### config.mk
export PLATFORM = sky130hd
export DESIGN_NAME = pso_time_switch
export DESIGN_NICKNAME = d
export VERILOG_FILES = /design/src/rtl/pso_time_switch.sv
export SDC_FILE = /design/constraint.sdc
export NUM_CORES = 1
export LEC_CHECK = 0
export BUFFER_PORTS_ARGS = -buffer_cell sky130_fd_sc_hd__buf_4
export CAP_MARGIN = 25
export CORE_ASPECT_RATIO = 1.25
export CORE_MARGIN = 1.5
export CORE_UTILIZATION = 30
export CTS_CLUSTER_DIAMETER = 50
export CTS_CLUSTER_SIZE = 25
export DETAILED_ROUTE_END_ITERATION = 16
export GPL_TIMING_DRIVEN = 0
export PLACE_DENSITY = 0.42
export SYNTH_ARGS = -nofsm -noshare
export SYNTH_HDL_FRONTEND = slang
export SYNTH_SLANG_ARGS = --single-unit
### constraint.sdc
create_clock -name clk -period 12.9 [get_ports clk]
set_input_delay 1.29 -clock clk [delete_from_list [all_inputs] [get_ports clk]]
set_output_delay 1.29 -clock clk [all_outputs]
set_load 0.005 [all_outputs]
### src/rtl/pso_time_switch.sv
module pso_time_switch #(
  parameter int N_TRUNKS = 4,
  parameter int SLOTS    = 8,
  parameter int SAMPLE_W = 8,
  parameter bit OVERLAP  = 1'b0
) (
  input  logic                                         clk,
  input  logic                                         rst_n,
  input  logic [N_TRUNKS*SAMPLE_W-1:0]                 in_samples,
  input  logic                                         cm_we,
  input  logic [$clog2(N_TRUNKS*SLOTS)-1:0]            cm_addr,
  input  logic [$clog2(N_TRUNKS)+$clog2(SLOTS)-1:0]    cm_wdata,
  output logic [$clog2(N_TRUNKS+1)-1:0]                sub_idx,
  output logic [$clog2(SLOTS)-1:0]                     slot_idx,
  output logic [N_TRUNKS*SAMPLE_W-1:0]                 out_samples,
  output logic                                         out_valid,
  output logic [$clog2(SLOTS)-1:0]                     out_slot
);
  localparam int MOD_W    = $clog2(N_TRUNKS);
  localparam int WORD_W   = $clog2(SLOTS);
  localparam int CW       = MOD_W + WORD_W;
  localparam int CM_DEPTH = N_TRUNKS * SLOTS;
  localparam int CA_W     = $clog2(CM_DEPTH);
  localparam int SUB_W    = $clog2(N_TRUNKS + 1);
  localparam int DW       = N_TRUNKS * SAMPLE_W;
  localparam int STAGE_W  = (N_TRUNKS - 1) * SAMPLE_W;

  logic [SUB_W-1:0]  sub;
  logic [WORD_W-1:0] slot;
  logic              last_sub;

  assign last_sub = (sub == SUB_W'(N_TRUNKS));
  assign sub_idx  = sub;
  assign slot_idx = slot;

  always_ff @(posedge clk) begin
    if (!rst_n) begin
      sub  <= '0;
      slot <= '0;
    end else if (last_sub) begin
      sub  <= '0;
      slot <= (slot == WORD_W'(SLOTS - 1)) ? '0 : slot + 1'b1;
    end else begin
      sub <= sub + 1'b1;
    end
  end

  logic [CW-1:0]   cmem [CM_DEPTH];
  logic [CA_W-1:0] cm_ptr;
  logic            cm_step;
  logic [CW-1:0]   cm_word;

  always_ff @(posedge clk) begin
    if (cm_we) cmem[cm_addr] <= cm_wdata;
  end

  always_ff @(posedge clk) begin
    if (!rst_n)       cm_ptr <= '0;
    else if (cm_step) cm_ptr <= (cm_ptr == CA_W'(CM_DEPTH - 1)) ? '0 : cm_ptr + 1'b1;
  end

  generate
    if (OVERLAP) begin : g_ovl
      logic [CW-1:0] cm_q;
      always_ff @(posedge clk) begin
        if (!rst_n)       cm_q <= '0;
        else if (cm_step) cm_q <= cmem[cm_ptr];
      end
      assign cm_step = !last_sub;
      assign cm_word = cm_q;
    end else begin : g_seq
      assign cm_step = (sub != '0);
      assign cm_word = cmem[cm_ptr];
    end
  endgenerate

  logic [MOD_W-1:0]    sel_mod;
  logic [WORD_W-1:0]   sel_word;
  logic [DW-1:0]       mod_rd;
  logic [SAMPLE_W-1:0] dm_rd;

  assign sel_mod  = cm_word[CW-1:WORD_W];
  assign sel_word = cm_word[WORD_W-1:0];

  for (genvar g = 0; g < N_TRUNKS; g++) begin : g_mod
    logic [SAMPLE_W-1:0] words [SLOTS];
    always_ff @(posedge clk) begin
      if (sub == '0) words[slot] <= in_samples[g*SAMPLE_W +: SAMPLE_W];
    end
    assign mod_rd[g*SAMPLE_W +: SAMPLE_W] = words[sel_word];
  end

  assign dm_rd = mod_rd[int'(sel_mod)*SAMPLE_W +: SAMPLE_W];

  logic [STAGE_W-1:0] stage;

  always_ff @(posedge clk) begin
    if (!rst_n)
      stage <= '0;
    else if (sub != '0 && !last_sub)
      stage[(int'(sub) - 1)*SAMPLE_W +: SAMPLE_W] <= dm_rd;
  end

  always_ff @(posedge clk) begin
    if (!rst_n) begin
      out_samples <= '0;
      out_valid   <= 1'b0;
      out_slot    <= '0;
    end else begin
      out_valid <= last_sub;
      if (last_sub) begin
        out_samples <= {dm_rd, stage};
        out_slot    <= slot;
      end
    end
  end
endmodule


==> key figures <==
Run status
  – Status: complete, no violations

Global route
  – Antenna violations before repair: 2
  – Grt total ovfl: 0
  – Number of global-route vias before repair: 11379
  – First-pass GRT wire length: roughly 78 mm
  – Tot GR Track Use: 0.1600
  – Largest net degree at the start of global routing: 33

Setup path
  – Setup crit start kind: flip-flop
  – Worst Path Required: about 13000 ps
  – R2r setup slk: 8640 ps
  – Critical Path AT: about 4700 ps
  – Setup CP Type: flip-flop to flip-flop
  – FF-to-FF End: stage[19]$_SDFFE_PN0P_
  – Worst-path fanout max: 10
  – Depth of the most critical reg-to-reg path: 13
  – Crit end category: flip-flop

Power
  – P_leak: a little under 8 nW
  – Power per cell area: roughly 160 nW/um^2
  – PnR Total Power: between 3 and 4 mW
  – Peak supply drop: 0.1054 mV

STA
  – Clock Skews: 39.86 ps
  – Setup Viol. Count Final: 0
  – Slew HR: 0.3848
  – Setup slack after layout: between 8000 and 9000 ps
  – Slew Viols, Final: 0
  – Fin crit period: 4265 ps
  – Final Cycle Share: 0.3306
  – Worst-margin pin slew: roughly 920 ps
  – RSZ-0062 raised after global routing: no
  – F_max: 0.2345 GHz
  – Final hold viol count: 0
  – Setup_tns: 0 ps

Finish
  – Core Util, Final: 0.3607
  – ANT cells: 0
  – Fillcell total: ~6100
  – Share of cells above drive strength 1: 0.2122
  – Area growth syn-to-layout: 18.90%
  – Non-Filler Instances: around 2300
  – Fin nets: 1449

Logic synthesis
  – Synthesis Warnings: 0
  – Mapped Cells: approximately 1200
  – Number of enable-type register cells in the synthesized netlist: 416
  – Post-synthesis sequential element count: slightly below 500
  – Synthesized area: 19500 sq um
  – Area contributors post-synth: edfxtp_1, dfxtp_1, mux2i_1
  – Async set-reset flop share out of synthesis: 0
  – Most frequent cell after synthesis: edfxtp_1
  – Register area share after synthesis: 0.7186
  – Syn nets: between 1000 and 1500
  – Post-synth top area cell: edfxtp_1
  – Synth unique cells: 62
  – Most common flop cell mapped by yosys: edfxtp_1
  – Top post-synthesis cells by count: edfxtp_1, mux2i_1, nand2_1
  – Syn Area/Cell: 15.83 sq um
  – Post-synth top area share: 0.6406

Floorplanning
  – Row count: 104
  – Die footprint: 66550 sq um
  – Die Height: ~290 microns
  – Placeable core area: between 60000 and 70000 sq um
  – Initial core utilization: 0.3034
  – Ports: between 80 and 90
  – Die Width: around 230 microns

Placed design
  – Placed Cells: 2191
  – Pre-CTS WS: 8448 ps
  – RD Place Congestion: roughly 0.8
  – Port Buf Inserts: 86
  – Hpwl dp: ~36 mm

Detailed routing
  – Routed len/inst: 23.17 microns
  – 1st-pass router iterations: 5
  – First DRT Iteration DRCs: roughly 690
  – Final WL: approximately 53 mm
  – Routed Antenna Nets: 0
  – DR vias: 10982
  – Drt drc: 0
  – Routed vias/inst: between 4 and 5

Clock network
  – Max clock buf depth: 3
  – CTS clk-pin slew, worst paths: about 80 ps
  – CTS root buf: clkbuf_16
  – Post-CTS Resized: 0
  – CTS Buf Count: 46
  – Later-pin clock latency in the skew report: 610 ps
  – Postcts setup bufs: 0
  – # H-tree levels: 2
  – CTS tree: built
  – Hold-fix buffers, CTS: 0
  – Clk sinks: 492

Hold path
  – Tightest Hold Check Type: flip-flop to flip-flop
  – WHS Endpoint: stage[18]$_SDFFE_PN0P_
  – Worst hold start: stage[18]$_SDFFE_PN0P_
  – Hold depth: 2

Run
  – Number of max-cap violations: 0
[cell usage in the layout (no fill, tap or decap), types with 26 or more instances in the layout]
master	n
a22o_1	29
edfxtp_1	416
buf_4	101
nand3_1	29
nor2_1	53
a21oi_1	37
nand2_1	111
dfxtp_1	76
mux2i_1	135
clkbuf_16	46
clkbuf_1	26
o31ai_1	28
[state kept, by name, indices dropped and copies added (netlist names), named ones only]
register / flops
out_slot: 3
out_valid: 1
slot_idx: 3
out_samples: 32
cmem: 160
sub_idx: 3
cm_ptr: 5
stage: 24
g_mod.words: 256
[routing by layer]
layer | vias to the layer above | global-route usage | share of wire
met2 | 195 | 0.2804 | 0.51
li1 | 5129 | - | -
met4 | 4 | 0.04624 | 0.025
met3 | 77 | 0.02694 | 0.038
met5 | - | 0 | 0.00051
met1 | 5577 | 0.2021 | 0.43
[critical path: stages (launching register included)]
cell	delay [ps]
dfxtp_1	340
buf_6	170
nor2b_1	140
clkbuf_1	290
a22oi_1	290
a21oi_1	180
a2111oi_2	470
buf_4	290
buf_2	370
mux2i_1	250
o22ai_1	100
or3_1	400
a221oi_2	630
o31ai_1	180
[per-stage QoR]
| step | instance area [sq um] | hold WS, ps |
|---|---|---|
| after floorplan | 19500 | 425.5 |
| after global placement | 21210 | 455.7 |
| after detailed placement | 21550 | 456.2 |
| after CTS | 23190 | 472.7 |
| after global routing | 23190 | 483.1 |
| final | 23190 | 472.1 |
[cell type report]
class / count / area [sq um] / area share
buffer: 65 / 441.7 / 0.01905
tap: 848 / 1061 / 0.04576
clock buffer: 47 / 1155 / 0.04981
inverter: 12 / 45.04 / 0.001943
clock inverter: 38 / 481.7 / 0.02078
multi-input combinational: 663 / 5049 / 0.2177
sequential: 492 / 14010 / 0.6044
timing repair buffer: 111 / 939.7 / 0.04053
[cell families after synthesis]
family | count (synthesis) | synth area share
flip-flops | 492 | 0.7186
AND/OR/NAND/NOR | 270 | 0.06404
AO/OA/AOI/OAI | 204 | 0.08277
multiplexers | 173 | 0.09990
buffers and inverters | 77 | 0.02496
adder cells (fa/ha/maj) | 13 | 0.008342
XOR/XNOR | 3 | 0.001348
[power by group]
part / internal, mW / total (mW) / leakage [nW] / switching [mW]
clock: 0.764 / 1.47 / 0.788 / 0.704
combinational: 0.190 / 0.534 / 2.69 / 0.343
sequential: 1.75 / 1.76 / 4.38 / 0.0104
[worst max path at each step]
stage                                endpoint  cells after the start  slack (ps)             startpoint
6_report               stage[19]$_SDFFE_PN0P_                     13        8640              flip-flop
3_3_place_gp   g_mod[2].words[0][4]$_DFFE_PP_                      4        4350  sub_idx[0]$_SDFF_PP0_
5_1_grt                stage[11]$_SDFFE_PN0P_                     13        8310              flip-flop
4_1_cts                stage[19]$_SDFFE_PN0P_                     13        8440              flip-flop
3_5_place_dp           stage[11]$_SDFFE_PN0P_                     13        8450              flip-flop
2_1_floorplan  g_mod[0].words[0][0]$_DFFE_PP_                      4        8430  sub_idx[0]$_SDFF_PP0_
(Power assumes the default switching activity.)
